===== src/rtl/dir_tload_pkg.sv =====
package dir_tload_pkg;
  typedef enum logic [1:0] {REQ_RD = 2'd0, REQ_TRD = 2'd1, REQ_RDX = 2'd2, REQ_EVICT = 2'd3} req_e;
  typedef enum logic [1:0] {RSP_DATA = 2'd0, RSP_TDATA = 2'd1, RSP_EXCL = 2'd2} rsp_e;
  typedef enum logic [1:0] {LN_IDLE = 2'd0, LN_SHARED = 2'd1, LN_EXCL = 2'd2} line_e;
  typedef enum logic [1:0] {WT_NONE = 2'd0, WT_ACK = 2'd1, WT_WB = 2'd2} wait_e;
endpackage


===== src/rtl/dir_line_next.sv =====
module dir_line_next
  import dir_tload_pkg::*;
#(
  parameter int N_NODES = 4,
  parameter int NODE_W  = 2
) (
  input  line_e              st_i,
  input  logic [NODE_W-1:0]  own_i,
  input  logic [N_NODES-1:0] shr_i,
  input  logic [N_NODES-1:0] fut_i,
  input  req_e               kind_i,
  input  logic [NODE_W-1:0]  node_i,
  input  logic               helper_i,
  output line_e              st_o,
  output logic [NODE_W-1:0]  own_o,
  output logic [N_NODES-1:0] shr_o,
  output logic [N_NODES-1:0] fut_o,
  output logic               rsp_en_o,
  output rsp_e               rsp_type_o,
  output logic               hint_en_o,
  output logic               fwd_en_o,
  output logic [N_NODES-1:0] inv_mask_o
);
  logic [N_NODES-1:0] bit_v, fut_base, shr_left;
  logic               excl_other;

  always_comb begin
    bit_v         = '0;
    bit_v[node_i] = 1'b1;
    fut_base      = helper_i ? fut_i : (fut_i & ~bit_v);
    excl_other    = (st_i == LN_EXCL) && (own_i != node_i);
    shr_left      = shr_i & ~bit_v;
    st_o          = st_i;
    own_o         = own_i;
    shr_o         = shr_i;
    fut_o         = fut_base;
    rsp_en_o      = 1'b0;
    rsp_type_o    = RSP_DATA;
    hint_en_o     = 1'b0;
    fwd_en_o      = 1'b0;
    inv_mask_o    = '0;
    unique case (kind_i)
      REQ_RD, REQ_TRD: begin
        if (excl_other) begin
          if (kind_i == REQ_TRD) begin
            // stale data to helper, writer keeps ownership
            rsp_en_o   = 1'b1;
            rsp_type_o = RSP_TDATA;
            hint_en_o  = 1'b1;
            fut_o      = fut_base | bit_v;
          end else begin
            fwd_en_o = 1'b1;
            st_o     = LN_SHARED;
            shr_o    = shr_i | bit_v;
          end
        end else if (st_i == LN_EXCL) begin
          rsp_en_o = 1'b1;
        end else begin
          st_o     = LN_SHARED;
          shr_o    = shr_i | bit_v;
          rsp_en_o = 1'b1;
          if (kind_i == REQ_TRD) fut_o = fut_base | bit_v;
        end
      end
      REQ_RDX: begin
        inv_mask_o = shr_left;
        st_o       = LN_EXCL;
        own_o      = node_i;
        shr_o      = bit_v;
        rsp_type_o = RSP_EXCL;
        rsp_en_o   = (shr_left == '0);
      end
      REQ_EVICT: begin
        fut_o = fut_i & ~bit_v;
        shr_o = shr_left;
        if (shr_left == '0) st_o = LN_IDLE;
      end
    endcase
  end
endmodule


===== src/rtl/dir_ack_counter.sv =====
module dir_ack_counter #(
  parameter int W = 3
) (
  input  logic         clk_i,
  input  logic         rst_ni,
  input  logic         load_i,
  input  logic [W-1:0] load_val_i,
  input  logic         dec_i,
  output logic         last_o
);
  logic [W-1:0] cnt_q;

  always_ff @(posedge clk_i or negedge rst_ni) begin
    if (!rst_ni)                     cnt_q <= '0;
    else if (load_i)                 cnt_q <= load_val_i;
    else if (dec_i && cnt_q != '0)   cnt_q <= cnt_q - 1'b1;
  end

  assign last_o = dec_i && (cnt_q == W'(1));
endmodule


===== src/rtl/dir_tload_ctrl.sv =====
module dir_tload_ctrl
  import dir_tload_pkg::*;
#(
  parameter int N_NODES = 4,
  localparam int NODE_W = (N_NODES > 1) ? $clog2(N_NODES) : 1
) (
  input  logic               clk_i,
  input  logic               rst_ni,
  input  logic               req_valid_i,
  output logic               req_ready_o,
  input  logic [1:0]         req_type_i,
  input  logic [NODE_W-1:0]  req_node_i,
  input  logic               req_helper_i,
  input  logic               ack_valid_i,
  input  logic               wb_valid_i,
  output logic               rsp_valid_o,
  output logic [1:0]         rsp_type_o,
  output logic [NODE_W-1:0]  rsp_node_o,
  output logic               rsp_si_o,
  output logic               inv_valid_o,
  output logic [N_NODES-1:0] inv_mask_o,
  output logic               fwd_valid_o,
  output logic [NODE_W-1:0]  fwd_node_o,
  output logic               hint_valid_o,
  output logic [NODE_W-1:0]  hint_node_o,
  output logic [1:0]         line_state_o,
  output logic [NODE_W-1:0]  owner_o,
  output logic [N_NODES-1:0] sharers_o,
  output logic [N_NODES-1:0] future_o
);
  localparam int CNT_W = $clog2(N_NODES + 1);

  line_e              st_q, n_st;
  wait_e              wait_q;
  logic [NODE_W-1:0]  own_q, n_own, rq_q;
  logic [N_NODES-1:0] shr_q, fut_q, n_shr, n_fut, n_inv;
  logic               n_rsp, n_hint, n_fwd, accept, ack_last;
  rsp_e               n_rtype;

  assign req_ready_o = (wait_q == WT_NONE);
  assign accept      = req_valid_i && req_ready_o;

  dir_line_next #(.N_NODES(N_NODES), .NODE_W(NODE_W)) u_next (
    .st_i       (st_q),
    .own_i      (own_q),
    .shr_i      (shr_q),
    .fut_i      (fut_q),
    .kind_i     (req_e'(req_type_i)),
    .node_i     (req_node_i),
    .helper_i   (req_helper_i),
    .st_o       (n_st),
    .own_o      (n_own),
    .shr_o      (n_shr),
    .fut_o      (n_fut),
    .rsp_en_o   (n_rsp),
    .rsp_type_o (n_rtype),
    .hint_en_o  (n_hint),
    .fwd_en_o   (n_fwd),
    .inv_mask_o (n_inv)
  );

  dir_ack_counter #(.W(CNT_W)) u_acks (
    .clk_i      (clk_i),
    .rst_ni     (rst_ni),
    .load_i     (accept && (n_inv != '0)),
    .load_val_i (CNT_W'($countones(n_inv))),
    .dec_i      ((wait_q == WT_ACK) && ack_valid_i),
    .last_o     (ack_last)
  );

  always_ff @(posedge clk_i or negedge rst_ni) begin
    if (!rst_ni) begin
      st_q         <= LN_IDLE;
      own_q        <= '0;
      shr_q        <= '0;
      fut_q        <= '0;
      wait_q       <= WT_NONE;
      rq_q         <= '0;
      rsp_valid_o  <= 1'b0;
      rsp_type_o   <= 2'd0;
      rsp_node_o   <= '0;
      rsp_si_o     <= 1'b0;
      inv_valid_o  <= 1'b0;
      inv_mask_o   <= '0;
      fwd_valid_o  <= 1'b0;
      fwd_node_o   <= '0;
      hint_valid_o <= 1'b0;
      hint_node_o  <= '0;
    end else begin
      rsp_valid_o  <= 1'b0;
      rsp_si_o     <= 1'b0;
      inv_valid_o  <= 1'b0;
      inv_mask_o   <= '0;
      fwd_valid_o  <= 1'b0;
      hint_valid_o <= 1'b0;
      if (accept) begin
        st_q         <= n_st;
        own_q        <= n_own;
        shr_q        <= n_shr;
        fut_q        <= n_fut;
        rq_q         <= req_node_i;
        rsp_valid_o  <= n_rsp;
        rsp_type_o   <= n_rtype;
        rsp_node_o   <= req_node_i;
        rsp_si_o     <= n_rsp && (n_rtype == RSP_EXCL) && (n_fut != '0);
        hint_valid_o <= n_hint;
        hint_node_o  <= own_q;
        fwd_valid_o  <= n_fwd;
        fwd_node_o   <= own_q;
        inv_valid_o  <= (n_inv != '0);
        inv_mask_o   <= n_inv;
        wait_q       <= n_fwd ? WT_WB : ((n_inv != '0) ? WT_ACK : WT_NONE);
      end else if (wait_q == WT_ACK && ack_last) begin
        rsp_valid_o <= 1'b1;
        rsp_type_o  <= RSP_EXCL;
        rsp_node_o  <= rq_q;
        rsp_si_o    <= (fut_q != '0);
        wait_q      <= WT_NONE;
      end else if (wait_q == WT_WB && wb_valid_i) begin
        rsp_valid_o <= 1'b1;
        rsp_type_o  <= RSP_DATA;
        rsp_node_o  <= rq_q;
        wait_q      <= WT_NONE;
      end
    end
  end

  assign line_state_o = st_q;
  assign owner_o      = own_q;
  assign sharers_o    = shr_q;
  assign future_o     = fut_q;
endmodule


===== config.mk =====
export PLATFORM = sky130hd
export DESIGN_NAME = dir_tload_ctrl
export DESIGN_NICKNAME = d
export VERILOG_FILES = /design/src/rtl/dir_tload_pkg.sv /design/src/rtl/dir_line_next.sv /design/src/rtl/dir_ack_counter.sv /design/src/rtl/dir_tload_ctrl.sv
export SDC_FILE = /design/constraint.sdc
export NUM_CORES = 1
export LEC_CHECK = 0
export ABC_AREA = 0
export BUFFER_PORTS_ARGS = -buffer_cell sky130_fd_sc_hd__buf_2
export CAP_MARGIN = 20
export CORE_UTILIZATION = 28
export DETAILED_ROUTE_END_ITERATION = 12
export GPL_TIMING_DRIVEN = 0
export SKIP_LAST_GASP = 1
export SLEW_MARGIN = 30
export SYNTH_ARGS = -nofsm -noshare
export SYNTH_HDL_FRONTEND = slang
export SYNTH_SLANG_ARGS = --single-unit
export TNS_END_PERCENT = 1

===== constraint.sdc =====
create_clock -name clk_i -period 1.9 [get_ports clk_i]
set_clock_uncertainty 0.1 [all_clocks]
set_input_delay 0.095 -clock clk_i [delete_from_list [all_inputs] [get_ports clk_i]]
set_output_delay 0.095 -clock clk_i [all_outputs]
set_load 0.03 [all_outputs]

==> results.cfg <==
[run_status]
status = completed

[clock_network]
clock-root-buffer = clkbuf_8
htree_levels = 2
clk_latency_ns = 0.29
cts_buffer_depth = 2
clkTransAtPathRegs_ns = 0.08
clkSinkCount = 34
cts_tree = done
cts_inserted_buffers = 5

[placed_design]
pre_cts_ws_ns = -0.344
dpl-instance-area_sq_mm = 0.00213
place_congestion = 0.906
dp_hpwl_microns = 3070
numPortBuffers = 36

[floorplanning]
io_pins = 40
die-area_sq_mm = 0.00678
start_util_pct = 29.8
fp.dieH_microns = 82.3
core_sq_mm = 0.00606
core.rowCount = 28
fp.dieW_microns = 82.3

[routing]
drc = 0
dr_total_vias = 1451
routed_via_density = 5.00
routed_wirelength_microns = 4330
ant_nets = 0
drt-wirelength-per-cell_microns = 14.9
drt_pass1_iterations = 4
drtIter0Drc = 95

[final_layout]
fin_util_pct = 37.6
final_cell_mix = buf_2, dfrtp_1, inv_1
mostFrequentLayoutCell = buf_2
synthToLayoutAreaGrowth_pct = 26.0
design_area_sq_mm = 0.00228
diodes = 0
drive_above_1_share_pct = 40.0
fin_nets = 231
n_fill_cell = 630

[worst_setup_path]
critical_path_class = reg2reg
end_kind = flip-flop
crit_path_max_incr_delay_ns = 0.54
cp_max_fo = 2
arrival_ns = 1.96
cp_slowest_cell = fa_1
critPathLaunchType = flip-flop
required_ns = 1.98
cp.buffers_inverters = 1
path_cells = nand3_2 -> fa_1 -> inv_1 -> ha_2 -> ha_4 -> mux2_4
crit_family = adder cells

[timing]
min_period_ns = 1.88
fin_crit_sh_pct = 98.9
slew_headroom_pct = 48.3
finalHoldViolCount = 0
fmaxAchievable_ghz = 0.532
fin_ws_ns = 0.0202
worst_slew_pin_slew_ns = 0.775
setup_viol = 0
rsz0062_at_grt = yes
finalMaxSlewViolations = 0

[global_route]
grt_usage_pct = 14.8
grt_pass1_vias = 1421
grt_overflow = 0
grt_max_degree = 35
grt_pass1_wl_microns = 7320
grt_antenna_before_repair = 0

[power_and_ir_drop]
swShare_pct = 43.7
combPwrFrac_pct = 47.9
p_leak_nw = 1.12
p_switching_mw = 1.59
internal-power_mw = 2.05
share_seq_of_total_power_pct = 33.3
ir_worst_vdd_v = 0.000760
clkPwrFrac_pct = 18.8
powerDensity_mw_per_mm2 = 1600

[yosys]
synth_edf_count = 0
synth_area_sq_mm = 0.00181
synth_cells = 168
yosysUniqueCellTypes = 50
syn_area_per_cell_sq_um = 10.8
ys.flop_type = dfrtp_1
synth-seq-cells = 34
yosysSeqAreaShare_pct = 47.1
syn-num-nets = 185
ys_warn_count = 0
async_flop_share_pct = 100

[job]
maxCapViolCount = 0

[min_path]
hp-class = in2reg
layer usage:
metal / vias to the layer above / GRT usage (%) / wire, microns
li1: 694 / - / -
met1: 708 / 20.3 / 2070
met2: 39 / 21.4 / 1970
met3: 10 / 4.40 / 226
met4: 0 / 6.32 / 72
met5: - / 0 / 0
cell usage after synthesis, types with 4 or more instances:
| master | n | area (sq um) |
|---|---|---|
| mux2_2 | 10 | 113 |
| and3_1 | 4 | 25.0 |
| a221oi_1 | 4 | 35.0 |
| o22ai_1 | 4 | 25.0 |
| o21ai_0 | 4 | 20.0 |
| nand2b_1 | 4 | 25.0 |
| inv_1 | 14 | 52.6 |
| nand2_1 | 13 | 48.8 |
| nor2_1 | 7 | 26.3 |
| ha_1 | 6 | 75.1 |
| xnor2_1 | 4 | 35.0 |
| o21ai_1 | 6 | 30.0 |
| dfrtp_1 | 34 | 851 |
stage by stage:
step	hold slack, ns	TNS [ns]	std cells	power (mW)
floorplan	-0.301	-0.135	168	2.45
CTS	0.00632	0	290	3.66
global route	0.0216	-0.234	290	3.90
finish	0.0133	0	290	3.64
global placement	0.106	-0.760	279	2.89
detailed placement	0.129	-0.798	279	2.91
final timing paths:
kind                                                start                     endpoint  slack (ns)  cells past startpoint
max in group asynchronous                          rst_ni     sharers_o[1]$_DFFE_PN0P_        0.85                      2
worst min-delay path                        req_node_i[0]       owner_o[0]$_DFFE_PN0P_        0.01                      2
worst max-delay path             sharers_o[3]$_DFFE_PN0P_  u_acks.cnt_q[1]$_DFFE_PN0P_        0.02                      6
worst max register to register   sharers_o[3]$_DFFE_PN0P_  u_acks.cnt_q[1]$_DFFE_PN0P_        0.02                      6
min in group asynchronous                          rst_ni      future_o[0]$_DFFE_PN0P_        0.32                      2
worst min register to register  rsp_type_o[0]$_DFFE_PN0P_    rsp_type_o[0]$_DFFE_PN0P_        0.40                      1
power by group through the flow:
stage	Clock (mW)	Combinational, mW	Sequential, mW
after global routing	0.729	1.92	1.25
after floorplan	0	0.869	1.58
after global placement	0	1.65	1.24
after CTS	0.699	1.75	1.21
after detailed placement	0	1.66	1.25
final	0.684	1.74	1.21
registers in the layout, indices dropped and copies added (netlist names), 3 cells and up:
signal,count
sharers_o,4
u_acks.cnt_q,3
future_o,4
inv_mask_o,4
cell type report:
class,instances,area (sq um),share of cell area [%]
buffer,8,52.6,2.31
clock buffer,5,68.8,3.02
clock inverter,3,45.0,1.98
inverter,14,52.6,2.31
multi-input combinational,111,897,39.4
sequential,34,855,37.5
tap,75,93.8,4.12
timing repair buffer,40,213,9.34
what timing repair did:
item / CTS / global route
gates resized for setup: 1 / 2
buffers inserted: 3 / 0
setup endpoints to repair: 1 / 13
hold endpoints to repair: 34 / 0
hold buffers: 1 / 0
logic make-up after synthesis:
| family | share of synthesized area [%] |
|---|---|
| adder cells (fa/ha/maj) | 5.26 |
| AND/OR/NAND/NOR | 15.5 |
| XOR/XNOR | 1.94 |
| multiplexers | 7.34 |
| buffers and inverters | 6.02 |
| AO/OA/AOI/OAI | 16.8 |
| flip-flops | 47.1 |
(Power assumes the default switching activity.)
